$ cat src/rtl/serial_avg_pkg.sv
package serial_avg_pkg;
  // Strobes from sequencing control to the serial datapath
  typedef struct packed {
    logic load;    // capture operands, clear carry
    logic shift;   // advance one bit position
    logic extend;  // final step: use held sign in place of the accumulator bit
  } avgStrobe_t;
endpackage

$ cat src/rtl/serial_avg_ctrl.sv
module serial_avg_ctrl
  import serial_avg_pkg::*;
#(
  parameter int DATA_W = 16
) (
  input  logic       clk,
  input  logic       rstN,
  input  logic       start,
  output avgStrobe_t strobe,
  output logic       done
);
  localparam int CNT_W = $clog2(DATA_W + 1);
  localparam logic [CNT_W-1:0] LAST = CNT_W'(DATA_W);

  logic             busy;
  logic [CNT_W-1:0] stepCnt;

  always_ff @(posedge clk) begin
    if (!rstN) begin
      busy    <= 1'b0;
      stepCnt <= '0;
      done    <= 1'b0;
    end else begin
      done <= 1'b0;
      if (start && !busy) begin
        busy    <= 1'b1;
        stepCnt <= '0;
      end else if (busy) begin
        if (stepCnt == LAST) begin
          busy <= 1'b0;
          done <= 1'b1;
        end else begin
          stepCnt <= stepCnt + 1'b1;
        end
      end
    end
  end

  always_comb begin
    strobe.load   = start && !busy;
    strobe.shift  = busy;
    strobe.extend = busy && (stepCnt == LAST);
  end
endmodule

$ cat src/rtl/serial_avg_dp.sv
module serial_avg_dp
  import serial_avg_pkg::*;
#(
  parameter int DATA_W = 16
) (
  input  logic              clk,
  input  logic              rstN,
  input  avgStrobe_t        strobe,
  input  logic              bypass,
  input  logic [DATA_W-1:0] sample,
  output logic [DATA_W-1:0] filtOut
);
  localparam int MSB = DATA_W - 1;

  logic [DATA_W-1:0] accReg;   // previous value in, result out (rotates)
  logic [DATA_W-1:0] smpReg;   // sample, arithmetic shift right
  logic              carryReg;
  logic              accSign;
  logic              opA, opB, sumBit, carryNext;

  // one-bit full adder
  always_comb begin
    opA       = strobe.extend ? accSign : accReg[0];
    opB       = smpReg[0];
    sumBit    = opA ^ opB ^ carryReg;
    carryNext = (opA & opB) | (opA & carryReg) | (opB & carryReg);
  end

  always_ff @(posedge clk) begin
    if (!rstN) begin
      accReg   <= '0;
      smpReg   <= '0;
      carryReg <= 1'b0;
      accSign  <= 1'b0;
    end else if (strobe.load) begin
      // bypass: average the sample with itself, giving the sample exactly
      smpReg   <= sample;
      accReg   <= bypass ? sample : accReg;
      accSign  <= bypass ? sample[MSB] : accReg[MSB];
      carryReg <= 1'b0;
    end else if (strobe.shift) begin
      accReg   <= {sumBit, accReg[MSB:1]};
      smpReg   <= {smpReg[MSB], smpReg[MSB:1]};
      carryReg <= carryNext;
    end
  end

  assign filtOut = accReg;
endmodule

$ cat src/rtl/serial_avg_filter.sv
module serial_avg_filter
  import serial_avg_pkg::*;
#(
  parameter int DATA_W = 16
) (
  input  logic              clk,
  input  logic              rstN,
  input  logic              start,
  input  logic              bypass,
  input  logic [DATA_W-1:0] sample,
  output logic              done,
  output logic [DATA_W-1:0] filtOut
);
  avgStrobe_t strobe;

  serial_avg_ctrl #(.DATA_W(DATA_W)) u_ctrl (
    .clk    (clk),
    .rstN   (rstN),
    .start  (start),
    .strobe (strobe),
    .done   (done)
  );

  serial_avg_dp #(.DATA_W(DATA_W)) u_dp (
    .clk     (clk),
    .rstN    (rstN),
    .strobe  (strobe),
    .bypass  (bypass),
    .sample  (sample),
    .filtOut (filtOut)
  );
endmodule

$ cat config.mk
export PLATFORM = sky130hd
export DESIGN_NAME = serial_avg_filter
export DESIGN_NICKNAME = d
export VERILOG_FILES = /design/src/rtl/serial_avg_pkg.sv /design/src/rtl/serial_avg_ctrl.sv /design/src/rtl/serial_avg_dp.sv /design/src/rtl/serial_avg_filter.sv
export SDC_FILE = /design/constraint.sdc
export NUM_CORES = 1
export LEC_CHECK = 0
export BUFFER_PORTS_ARGS = -buffer_cell sky130_fd_sc_hd__buf_2
export CAP_MARGIN = 20
export CORE_MARGIN = 2
export CORE_UTILIZATION = 50
export DETAILED_ROUTE_END_ITERATION = 8
export PLACE_DENSITY = 0.71
export SYNTH_ARGS = -nofsm -noshare
export SYNTH_HDL_FRONTEND = slang
export SYNTH_SLANG_ARGS = --single-unit
$ cat constraint.sdc
create_clock -name clk -period 2.2 [get_ports clk]
set_input_delay 0.22 -clock clk [delete_from_list [all_inputs] [get_ports clk]]
set_output_delay 0.22 -clock clk [all_outputs]
set_load 0.02 [all_outputs]
; ---- After elaboration in Yosys (flattened, before gate mapping)
; Index checks and enable logic that the tools add are counted.
; W data, S select, Z words.
[word_totals]
ff_bits = 41
in_bits = 20
out_inout_bits = 17
wordCells = 40
[op_classes]
addsub = 1
n_eq_ne = 2
n_mux = 11
n_bitwise = 10
reduce_logical = 8
[op_table]
columns = operator, n
row1 = $mux W16, 4
row2 = $mux W15, 1
row3 = $mux W1, 6
row4 = $add A5 B1 Y5 const B, 1
row5 = $eq A5 B5 Y1 const B, 1
row6 = $reduce_and A2 Y1, 2
row7 = $and A1 B1 Y1, 3
row8 = $not A1 Y1, 3
row9 = $reduce_or A3 Y1, 1
row10 = $logic_and A1 B1 Y1, 2
row11 = $ne A2 B2 Y1 const B, 1
row12 = $or A1 B1 Y1, 2
row13 = $reduce_bool A2 Y1, 1
row14 = $reduce_or A2 Y1, 1
row15 = $xor A1 B1 Y1, 2
row16 = $logic_not A1 Y1, 1

; ---- Logic depth before layout (Yosys ltp)
[depth]
ltp_word = 7
ltp_mapped = 7
ltp_nobuf = 7

; ---- Cells and area by module
; From an unflattened synthesis, not the netlist that was laid out.
[hier_totals]
cells_unflattened = 205
hier_area_um2 = 1996.9
[modules_own_cells]
columns = mod, n_inst, cells_each, area_per_inst_um2, seq_area_each_um2
row1 = serial_avg_dp, 1, 167, 1651.6, 680.7
row2 = serial_avg_ctrl, 1, 38, 345.3, 140.1

; ---- Worst setup path after synthesis
; Ideal clock, no wire load.
[synth_timing]
kind = reg-to-reg
startpoint = reg u_ctrl.stepCnt[0]
endpoint = reg u_dp.accReg[15] (netlist: u_dp.filtOut[15])
setup_ns = 0.086
arrival_time_ns = 1.722
required_ns = 2.114
slack_ns = 0.393
stages_incl_launch_ff = 8
n_path_buf = 0
period_less_slack_ns = 1.807
path_cell_list = dfxtp_1 -> inv_1 -> ha_1 -> and4bb_4 -> nand2_1 -> mux2i_1 -> fa_1 -> a211oi_1
[synth_between]
elab_chain_len = 7
[synth_rtl]
columns = item, line
row1 = "start, declared", serial_avg_ctrl.sv:16  ; logic [CNT_W-1:0] stepCnt;
row2 = "start signal, assigned", serial_avg_ctrl.sv:33  ; stepCnt <= stepCnt + 1'b1;
row3 = $eq A5 B5 Y1, serial_avg_ctrl.sv:42  ; strobe.extend = busy && (stepCnt == LAST);
row4 = $logic_and A1 B1 Y1, serial_avg_ctrl.sv:42
row5 = $mux W1, serial_avg_dp.sv:23  ; opA = strobe.extend ? accSign : accReg[0];
row6 = $xor A1 B1 Y1 (2 in a row), serial_avg_dp.sv:25  ; sumBit = opA ^ opB ^ carryReg;
row7 = $mux W16, serial_avg_dp.sv:41  ; end else if (strobe.shift) begin
row8 = $mux W16, serial_avg_dp.sv:35  ; end else if (strobe.load) begin
row9 = "end signal, assigned", serial_avg_dp.sv:38  ; accReg <= bypass ? sample : accReg;
row10 = "end signal, assigned", serial_avg_dp.sv:42  ; accReg <= {sumBit, accReg[MSB:1]};
row11 = "end, declared", serial_avg_dp.sv:15  ; logic [DATA_W-1:0] accReg;
; Every way passes these cells. The select of a mux whose other input is x is not followed.
; A chain may end at the register's enable or synchronous reset.

; ---- Worst setup path in the final report
; Same ends and word-level chain as after synthesis.

==> results.txt <==
setup TNS -> 0 ns
largest family of logic cells by synthesized area -> compound AO/OA/AOI/OAI gates
ys async rst share -> 0
Mean Syn Cell Area -> 8.903 µm²
Hold Violations, Final -> 0
largest net degree at the start of global routing -> 31
via count -> 1,592
worst r2r path cells -> 7
Nets -> 265
final wirelength -> 4001 µm
Starting Density -> 0.5135
Fmax -> 0.5128 GHz
post-synthesis mux area share -> 0.08716
Pre-Repair DR Iteration Count -> 4
slew margin rel. -> 0.6996
unrepaired setup endpoints after global routing -> false
P&R area growth vs syn -> 15.41%
Sequential Power Share -> 0.520
Fin Clk Skew -> 0.004537 ns
CTS Buffer Depth -> 2
share of post-route cells with drive strength above 1 -> 0.2190
Cells after Synth -> 208
most frequent cells in the layout -> nand2_1, dfxtp_1, buf_2
Comb pwr share -> 0.171
register bit count reported by yosys -> 41
sw frac -> 0.2810
post-CTS setup buffers -> 0
FP Rows -> 22
Placed Area -> 2051 µm²
Synth Area in Adders -> 0.02432
antenna-violating nets left -> 0
Final Cycle Share -> 0.8865
placed instance count -> 283
Crit Path Category -> flip-flop to flip-flop
ys flop type -> dfxtp_1
Starting DRT DRC Count -> 86
clock root cell -> clkbuf_8
XOR/XNOR share of the synthesized area -> 0.009459
Slew @ Worst Pin -> 0.4500 ns
post-synthesis cell type count -> 32
post-route minimum period -> 1.950 ns
clk slew on worst S/H paths -> 0.08 ns
largest fanout on the critical path -> 7
Die X -> 64.86 µm
CTS tree -> done
Startpoint Class -> flip-flop
PwrDens -> 756.3 nW/µm²
syn_nets -> 231
post-detail-place hpwl -> 2799 µm
CTS Buf Count -> 5
Synth Warn # -> 0
initial antenna violation count -> 0
Reg area -> 820.8 µm²
worst hold stages -> 3
WP data arrival -> 2.16 ns
max-cap violations -> 0
RePlAce Congestion -> 0.7837
CP Data Required Time -> 2.41 ns
Skew-Pair Late Insertion Delay -> 0.29 ns
Slew Viols, Final -> 0
number of gates resized after cts -> 0
GRT overflow -> 0
Post-Syn Area -> 1852 µm²
Multi-input gate area -> 914.6 µm²
vias in the first global route -> 1,473
ant diodes -> 0
capturing element type of the critical path -> flip-flop
fillers -> 332
Synth Area in Compound Gates -> 0.2264
gr usage total -> 0.2154
global-route wire length before repair -> 6851 µm
clock share of power -> 0.309
H-tree depth -> 2
finished layout cell area -> 2137 µm²
PortBufs -> 36
final setup fails -> 0
IO Count -> 37
Via density -> 5.490
status -> complete, no violations
max incr delay on CP -> 0.43 ns
Post-synth EDFFs -> 0
WL per Instance -> 13.80 µm
internal power -> 1.162 mW
Simple-Gate Fraction of Synth Area -> 0.1466
Worst path depth -> 7
number of remaining DRC errors -> 0
leading cell type in the layout, fill and taps excluded -> nand2_1
min-delay worst type -> input pin to flip-flop
Seq/Total Area, Yosys -> 0.4432
Die ar. -> 4206 µm²
crit-path cells -> inv_1 -> ha_1 -> and4bb_4 -> nand2_1 -> mux2i_1 -> fa_1 -> a211oi_1
CORE AREA -> 3606 µm²
post-cts hold buffer count -> 0
VDD IR max -> 0.4990 mV
P_leak -> 1.040 nW
Top delay family on crit path -> adder cells
post-route insts no fill -> 290
switching pwr -> 0.4541 mW
slowest cell on the critical path -> fa_1
clk sinks -> 41
Crit path buffers/inverters -> 1
Die H -> 64.86 µm
==> worst paths after layout <==
kind / from / endpoint / slack [ns]
worst max-delay path: u_ctrl.stepCnt[0]$_SDFFE_PP0P_ / u_dp.filtOut[15]$_SDFFE_PN0P_ / 0.25
worst max register to register: u_ctrl.stepCnt[0]$_SDFFE_PP0P_ / u_dp.filtOut[15]$_SDFFE_PN0P_ / 0.25
worst min register to register: u_dp.smpReg[15]$_SDFFE_PN0P_ / u_dp.smpReg[14]$_SDFFE_PN0P_ / 0.47
worst min-delay path: sample[15] / u_dp.smpReg[15]$_SDFFE_PN0P_ / 0.20
==> Yosys cell counts (2+ instances only) <==
cell type	count	area, µm²
a211oi_1	3	22.52
a21oi_1	4	20.02
a31oi_1	15	93.84
buf_2	3	15.01
buf_4	4	30.03
buf_6	2	22.52
clkbuf_1	7	26.28
dfxtp_1	41	820.8
ha_1	2	25.02
inv_1	6	22.52
mux2i_1	15	150.1
nand2_1	51	191.4
nand4_1	2	12.51
nor2_1	5	18.77
o211a_1	14	140.1
o21ai_0	17	85.08
xor2_1	2	17.52
==> layer usage <==
| metal | global-route usage | wire length, µm | up-vias |
|---|---|---|---|
| li1 | - | - | 800 |
| met1 | 0.2606 | 1810 | 738 |
| met2 | 0.3479 | 1896 | 48 |
| met3 | 0.07639 | 227 | 6 |
| met4 | 0.08511 | 67 | 0 |
| met5 | 0 | 0 | - |
==> state kept, by name, indices dropped and copies added (netlist names) <==
name,cells
u_ctrl.busy,1
u_ctrl.done,1
u_ctrl.stepCnt,5
u_dp.accSign,1
u_dp.carryReg,1
u_dp.filtOut,16
u_dp.smpReg,16
==> cells by family (layout without fill, tap and decap cells) <==
family / Yosys count / in the layout
AOI/OAI and AO/OA: 60 / 60
buffers and inverters: 22 / 56
DFF: 41 / 41
muxes: 16 / 16
and+or+nand+nor: 64 / 64
adders and majority gates: 3 / 3
xor gates and xnor gates: 2 / 2
==> per-stage QoR <==
step	setup slack (ns)	hold slack [ns]	utilization	power [mW]
floorplan	0.3929	0.3560	-	1.049
detailed placement	0.2741	0.4585	0.5687	1.133
global placement	0.3431	0.4479	0.5687	1.129
CTS	0.2556	0.1841	0.5926	1.628
global route	0.1023	0.1958	0.5926	1.709
finish	0.2498	0.1955	0.5926	1.616
==> power by group through the flow <==
stage / registers (mW) / logic, mW / clock network [mW]
after global placement: 0.856 / 0.273 / 0
after floorplan: 0.883 / 0.166 / 0
final: 0.840 / 0.277 / 0.499
after global routing: 0.847 / 0.313 / 0.550
after CTS: 0.840 / 0.278 / 0.510
after detailed placement: 0.857 / 0.276 / 0
==> worst register-to-register path, stage by stage (launching register included) <==
cell and delay [ns]:
dfxtp_1 0.42, inv_1 0.07, ha_1 0.19, and4bb_4 0.22, nand2_1 0.10, mux2i_1 0.22, fa_1 0.43, a211oi_1 0.22
==> area by class of cell <==
| type | count | area share |
|---|---|---|
| Sequential cell | 41 | 0.3841 |
| Timing Repair Buffer | 43 | 0.1089 |
| Tap cell | 48 | 0.02810 |
| Clock buffer | 7 | 0.04040 |
| Multi-Input combinational cell | 145 | 0.4280 |
| Inverter | 6 | 0.01054 |
No activity file was read; power rests on OpenSTA's default activity.
